**config.mk**
```make
export PLATFORM = sky130hd
export DESIGN_NAME = por_timeout_seq
export DESIGN_NICKNAME = d
export VERILOG_FILES = /design/src/rtl/por_seq_pkg.sv /design/src/rtl/por_phase_timer.sv /design/src/rtl/por_pin_sync.sv /design/src/rtl/por_timeout_seq.sv
export SDC_FILE = /design/constraint.sdc
export NUM_CORES = 1
export LEC_CHECK = 0
export ABC_AREA = 1
export BUFFER_PORTS_ARGS = -buffer_cell sky130_fd_sc_hd__buf_4
export CORE_ASPECT_RATIO = 1.25
export CORE_UTILIZATION = 47
export DETAILED_ROUTE_END_ITERATION = 6
export GPL_TIMING_DRIVEN = 0
export PLACE_DENSITY = 0.73
export SLEW_MARGIN = 40
export SYNTH_ARGS = -nofsm -noshare
export SYNTH_HDL_FRONTEND = slang
export SYNTH_SLANG_ARGS = --single-unit
```
**constraint.sdc**
```tcl
create_clock -name clk -period 1.75 [get_ports clk]
set_clock_uncertainty 0.1 [all_clocks]
set_input_delay 0.4375 -clock clk [delete_from_list [all_inputs] [get_ports clk]]
set_output_delay 0.4375 -clock clk [all_outputs]
set_load 0.02 [all_outputs]
```
**src/rtl/por_seq_pkg.sv**
```systemverilog
package por_seq_pkg;

  typedef enum logic [1:0] {
    PH_DONE = 2'd0,
    PH_PWRT = 2'd1,
    PH_OST  = 2'd2,
    PH_PLL  = 2'd3
  } phase_e;

  localparam logic [1:0] MODE_RC = 2'b11;

  // Phase that follows cur once it finishes, skipping phases that are off.
  function automatic phase_e after_phase(phase_e cur, logic xtal, logic pll);
    phase_e nxt;
    nxt = PH_DONE;
    case (cur)
      PH_PWRT: nxt = xtal ? PH_OST : (pll ? PH_PLL : PH_DONE);
      PH_OST:  nxt = pll ? PH_PLL : PH_DONE;
      default: nxt = PH_DONE;
    endcase
    return nxt;
  endfunction

endpackage

```
**src/rtl/por_phase_timer.sv**
```systemverilog
module por_phase_timer #(
  parameter int unsigned LEN = 16
) (
  input  logic clk,
  input  logic clr,
  input  logic step,
  output logic done
);
  localparam int unsigned W = (LEN > 2) ? $clog2(LEN) : 1;
  localparam logic [W-1:0] LAST = W'(LEN - 1);

  logic [W-1:0] cnt_q;

  always_ff @(posedge clk) begin
    if (clr)       cnt_q <= '0;
    else if (step) cnt_q <= cnt_q + 1'b1;
  end

  assign done = !clr && step && (cnt_q == LAST);
endmodule

```
**src/rtl/por_pin_sync.sv**
```systemverilog
module por_pin_sync #(
  parameter int unsigned STAGES = 2
) (
  input  logic clk,
  input  logic pin_n,
  output logic sync_n
);
  logic [STAGES-1:0] sh_q;

  generate
    if (STAGES == 1) begin : g_one
      always_ff @(posedge clk) sh_q <= pin_n;
    end else begin : g_chain
      always_ff @(posedge clk) sh_q <= {sh_q[STAGES-2:0], pin_n};
    end
  endgenerate

  assign sync_n = sh_q[STAGES-1];
endmodule

```
**src/rtl/por_timeout_seq.sv**
```systemverilog
module por_timeout_seq
  import por_seq_pkg::*;
#(
  parameter int unsigned PWRT_W      = 11,
  parameter int unsigned OST_CYCLES  = 1024,
  parameter int unsigned PLL_TICKS   = 63,
  parameter int unsigned MCLR_STAGES = 2
) (
  input  logic       clk,
  input  logic       por_pulse,
  input  logic       mclr_n,
  input  logic       lf_tick,
  input  logic [1:0] osc_mode,
  input  logic       pll_en,
  input  logic       pwrt_en_n,
  input  logic       wake_req,
  output logic       core_rst,
  output logic [1:0] phase
);
  localparam int unsigned PWRT_TICKS = 1 << PWRT_W;

  phase_e phase_q, phase_d, first_ph;
  logic   xtal_mode, pin_sync_n;
  logic   pwrt_done, ost_done, pll_done;

  assign xtal_mode = (osc_mode != MODE_RC);
  assign first_ph  = after_phase(PH_PWRT, xtal_mode, pll_en);

  por_phase_timer #(.LEN(PWRT_TICKS)) u_pwrt_tmr (
    .clk (clk),
    .clr (por_pulse || (phase_q != PH_PWRT)),
    .step(lf_tick),
    .done(pwrt_done)
  );

  por_phase_timer #(.LEN(OST_CYCLES)) u_ost_tmr (
    .clk (clk),
    .clr (por_pulse || (phase_q != PH_OST)),
    .step(1'b1),
    .done(ost_done)
  );

  por_phase_timer #(.LEN(PLL_TICKS)) u_pll_tmr (
    .clk (clk),
    .clr (por_pulse || (phase_q != PH_PLL)),
    .step(lf_tick),
    .done(pll_done)
  );

  por_pin_sync #(.STAGES(MCLR_STAGES)) u_pin_sync (
    .clk   (clk),
    .pin_n (mclr_n),
    .sync_n(pin_sync_n)
  );

  always_comb begin
    phase_d = phase_q;
    if (por_pulse) begin
      phase_d = pwrt_en_n ? first_ph : PH_PWRT;
    end else begin
      case (phase_q)
        PH_PWRT: if (pwrt_done) phase_d = after_phase(PH_PWRT, xtal_mode, pll_en);
        PH_OST:  if (ost_done)  phase_d = after_phase(PH_OST, xtal_mode, pll_en);
        PH_PLL:  if (pll_done)  phase_d = PH_DONE;
        default: if (wake_req)  phase_d = first_ph;
      endcase
    end
  end

  always_ff @(posedge clk) phase_q <= phase_d;

  assign phase    = phase_q;
  assign core_rst = por_pulse || !pin_sync_n || (phase_q != PH_DONE);
endmodule

```
### Word-level counts from Yosys, hierarchy flattened

Cells that the tools add are included.

| word-level totals | value |
|---|---|
| register bits | 31 |
| bits in latches | 0 |
| memory bits (writable) | 0 |
| ROM bits | 0 |
| input bits | 9 |
| output and inout port bits | 3 |
| logic and storage cells | 47 |
| memories | 0 |

| cells by class | value |
|---|---|
| $add $sub $neg | 3 |
| multipliers | 0 |
| div/mod/pow operators | 0 |
| order comparisons | 0 |
| equal/unequal tests | 13 |
| shift-type cells | 0 |
| muxes and demuxes | 9 |
| bitwise gates (word level) | 0 |
| reduce and logical (&&, ||, !) cells | 17 |

Operators with widths:

| cell | number |
|---|---|
| two-way mux 2 bit | 8 |
| adder 11 x 1 -> 11 bit, second input constant | 1 |
| == test 11 bit, second input constant | 1 |
| adder 10 x 1 -> 10 bit, second input constant | 1 |
| == test 10 bit, second input constant | 1 |
| != test 3 bit, second input constant | 3 |
| adder 6 x 1 -> 6 bit, second input constant | 1 |
| == test 6 bit, second input constant | 1 |
| != test 2 bit, second input constant | 3 |
| case mux 2 bit (3 select lines) | 1 |
| logical AND 1 bit | 5 |
| logical OR 1 bit | 5 |
| nonzero test 5 bit | 1 |
| == test 2 bit, second input constant | 2 |
| zero test 1 bit | 4 |
| AND reduction 4 bit | 1 |
| == test 2 x 1 -> 1 bit, second input constant | 1 |
| != test 2 x 1 -> 1 bit, second input constant | 1 |
| nonzero test 2 bit | 1 |

### Logic depth before layout (Yosys ltp)

| depth | value |
|---|---|
| depth after elaboration | 8 |
| gate-level depth with buffers | 7 |
| mapped depth without buffers | 7 |

### Hierarchy

A second synthesis with hierarchy kept.

| second synthesis, totals | value |
|---|---|
| cell total of the unflattened synthesis | 226 |
| area, all modules | 1587.8 sq um |

By module, submodules not included:

| module | instances | cells each | area each (sq um) | sequential area each (sq um) |
|---|---|---|---|---|
| por_phase_timer at u_pwrt_tmr | 1 | 75 | 543.0 | 220.2 |
| por_phase_timer at u_ost_tmr | 1 | 68 | 490.5 | 200.2 |
| por_phase_timer at u_pll_tmr | 1 | 40 | 287.8 | 120.1 |
| por_timeout_seq | 1 | 41 | 226.5 | 60.1 |
| por_pin_sync | 1 | 2 | 40.0 | 40.0 |

### Worst setup path before layout

No wires, ideal clock.

| path | value |
|---|---|
| path kind | register -> output |
| from | register phase_q[1] (netlist: phase[1]) |
| to | output port core_rst |
| arrival | 0.930 ns |
| required time | 1.212 ns |
| slack | 0.283 ns |
| cell stages (with the launch flop) | 3 |
| path buffers | 0 |
| path through | edfxtp_1 -> nor2_4 -> nand3_1 |

| between the ends | value |
|---|---|
| cells in the longest elaborated chain, start to end | 2 |

RTL lines:

| item | RTL line | RTL |
|---|---|---|
| start: declaration | por_timeout_seq.sv:22 | `phase_e phase_q, phase_d, first_ph;` |
| start signal: assignment | por_timeout_seq.sv:70 | `always_ff @(posedge clk) phase_q <= phase_d;` |
| nonzero test 2 bit | por_timeout_seq.sv:73 | `assign core_rst = por_pulse \|\| !pin_sync_n \|\| (phase_q != PH_DONE);` |
| logical OR 1 bit | por_timeout_seq.sv:73 |  |
| end: declaration | por_timeout_seq.sv:17 | `output logic core_rst,` |

No other way between the ends.

### Worst setup path in the final report

Same ends and word-level chain as after synthesis.

==> impl_metrics.json <==
{
  "port-buffer-count": 10,
  "drt-total-wl_um": 2560,
  "grt_antenna_before_repair": 0,
  "hold_fails_final_rpt": 0,
  "synth_warnings": 0,
  "grt_pass1_wl_um": 4330,
  "dieHeight_um": 64.3,
  "p_leak_uw": 0.000651,
  "sort_of_element_at_the_end_of_the_critical_path": "output pin",
  "fin_crit_ns": 1.70,
  "route.detailed.drc": 0,
  "crit_path_cell_trace": "nor2_4 -> nand3_2 -> buf_6",
  "tns_ns": 0,
  "max_stage_delay_cell_worst_path": "edfxtp_1",
  "power.clock.fraction_pct": 28.6,
  "hold_buffers": 0,
  "die_w_um": 51.9,
  "synthesis.area_per_instance_um2": 7.41,
  "fmaxAchievable_mhz": 587,
  "finish_stage_setup_viols": 0,
  "tritoncts_num_sinks": 31,
  "design.die.area_um2": 3340,
  "ys_ff_latch": 31,
  "run_status": "finished, final reports clean",
  "grt_max_degree": 11,
  "power_report.internal_total_uw": 1160,
  "slew_headroom_pct": 85.5,
  "cts_tree": "yes",
  "share_comb_of_total_power_pct": 24.5,
  "synth.net_count": 210,
  "critical_path_required_ns": 1.21,
  "post-place-ws_ns": 0.115,
  "power.share.sequential_pct": 46.8,
  "critical_path_arrival_ns": 1.17,
  "areaGrowthSynthToFinish_pct": 15.3,
  "filler_cell_count": 278,
  "root_buffer": "clkbuf_4",
  "globalplace.congestion": 0.842,
  "maxcap_viol_count": 0,
  "grt_usage_pct": 18.0,
  "worst_setup_hold_path_clk_slew_ns": 0.09,
  "hpwlAfterDp_um": 1900,
  "drtIter0Drc": 35,
  "synth.yosys.seq_area_share_pct": 43.9,
  "diodes": 0,
  "drive_gt1_share_pct": 18.8,
  "route.detailed.wl_per_inst_um": 10.1,
  "clock_latency_late_sink_ns": 0.34,
  "start_util_pct": 49.6,
  "fin_nets": 230,
  "critical_path.startpoint_type": "flip-flop",
  "syn-cell-area_um2": 1460,
  "layout.cells.most_common": "nand2_1",
  "global_route.overflow_total": 0,
  "mostFrequentLayoutCells": "nand2_1 (42), dfxtp_1 (29), nor2_1 (25), inv_1 (19), a21oi_1 (17)",
  "cp_slowest_stage_delay_ns": 0.44,
  "ctsLongestPathBuffers": 2,
  "power.density_nw_per_um2": 1010,
  "net-switching-power_uw": 531,
  "vias_per_cell": 4.91,
  "final.period_utilization_pct": 97.4,
  "critPathKind": "reg2out",
  "p_total_uw": 1690,
  "cts-buffers-inserted": 5,
  "timing_max_transition_violations_final": 0,
  "cts_max_level": 2,
  "synthCells": 197,
  "grt_pass1_vias": 1077,
  "highest_net_fanout_along_the_worst_path": 4,
  "drt.antenna.violating_nets": 0,
  "core_area_um2": 2950,
  "drt-pass1-iter-count": 4,
  "grt_setup_unrepaired": "true",
  "power.ir.vdd_worst_mv": 0.674,
  "worst_hold_path_type": "in2reg",
  "routed-via-count": 1248,
  "floorplan.io_pins": 12,
  "power_switching_share_pct": 31.3,
  "post-route-worst-setup-slack_ns": 0.0462,
  "hold-worst-slack_ns": 0.0998,
  "slew_worst_pin_ns": 0.218,
  "std_cell_rows": 22,
  "synth.lib_cells_used.distinct": 26
}
area by class of cell:
type / count / area, um^2 / area share (%)
clock buffer: 8 / 68.8 / 4.09
inverter: 24 / 95.1 / 5.65
sequential: 31 / 641 / 38.1
timing repair buffer: 13 / 101 / 6.02
buffer: 1 / 11.3 / 0.669
tap: 36 / 45.0 / 2.68
multi-input combinational: 141 / 721 / 42.8
layer usage:
layer | share of wire, % | up-vias | GRT usage, % | routed length (um)
met5 | 0 | - | 0 | 0
met2 | 47 | 14 | 27.4 | 1200
met4 | 2.2 | 0 | 9.12 | 55
met3 | 4.2 | 6 | 7.38 | 107
met1 | 47 | 545 | 21.2 | 1200
li1 | - | 683 | - | -
flip-flops by register name, summed over array words and instances, names as in the netlist:
name / cells
u_ost_tmr.cnt_q: 10
u_pwrt_tmr.cnt_q: 11
u_pll_tmr.cnt_q: 6
u_pin_sync.sh_q: 2
phase: 2
worst max-delay path: cells and delay by family (launching register included):
family                 cells  cell delay [ns]
AND/OR/NAND/NOR            2             0.26
buffers and inverters      1             0.14
flip-flops                 1             0.44
synthesized netlist by cell type:
master / count / share of area [%]
nand2_1: 42 / 11
buf_6: 1 / 0.77
o21a_1: 1 / 0.51
nor2_4: 2 / 1.5
ha_1: 4 / 3.4
a32oi_1: 1 / 0.60
o21ai_0: 13 / 4.5
nor2_2: 6 / 2.6
inv_2: 3 / 0.77
dfxtp_1: 29 / 40
nand3b_1: 3 / 1.5
or2_2: 1 / 0.43
nor2_1: 26 / 6.7
a21oi_1: 17 / 5.8
inv_1: 19 / 4.9
a31oi_1: 1 / 0.43
edfxtp_1: 2 / 4.1
nand3_2: 1 / 0.69
xnor2_1: 2 / 1.2
inv_4: 2 / 0.86
nor3_1: 1 / 0.34
nand2_4: 1 / 0.77
nand3_1: 16 / 5.5
nand4_1: 1 / 0.43
nand2_2: 1 / 0.43
nor3_2: 1 / 0.69
per-stage QoR:
stage | instance area, um^2 | cells | utilization [%]
6_report | 1680 | 254 | 57.1
4_1_cts | 1660 | 253 | 56.5
5_1_grt | 1680 | 254 | 57.1
2_1_floorplan | 1460 | 197 | -
3_3_place_gp | 1580 | 243 | 53.7
3_5_place_dp | 1580 | 243 | 53.7
kinds of logic after synthesis:
family | synth area share [%]
adders and majority gates | 3.43
buffers and inverters | 7.28
DFF | 43.9
AOI/OAI and AO/OA | 11.8
and+or+nand+nor | 32.4
xor gates and xnor gates | 1.20
power by group through the flow:
stage | sequential [uW] | clock [uW] | combinational [uW]
6_report | 793 | 485 | 415
5_1_grt | 800 | 537 | 463
4_1_cts | 793 | 501 | 398
3_5_place_dp | 846 | 0 | 330
3_3_place_gp | 846 | 0 | 324
2_1_floorplan | 858 | 0 | 200
final timing paths:
| check | to | slack, ns | from | cells past startpoint |
|---|---|---|---|---|
| hold reg to reg | u_pin_sync.sh_q[1] | 0.23 | u_pin_sync.sh_q[0] | 0 |
| setup / recovery | core_rst | 0.05 | phase[1] | 3 |
| hold / removal | u_pin_sync.sh_q[0] | 0.1 | mclr_n | 1 |
| setup reg to reg | phase[1] | 0.17 | u_ost_tmr.cnt_q[0] | 7 |
timing repair:
| action | in CTS | in global routing |
|---|---|---|
| pin swaps | 0 | 1 |
| gates resized for setup | 0 | 3 |
| buffers inserted | 2 | 1 |
| setup endpoints to repair | 1 | 3 |
Note: power is estimated with default switching activity, not from simulation.
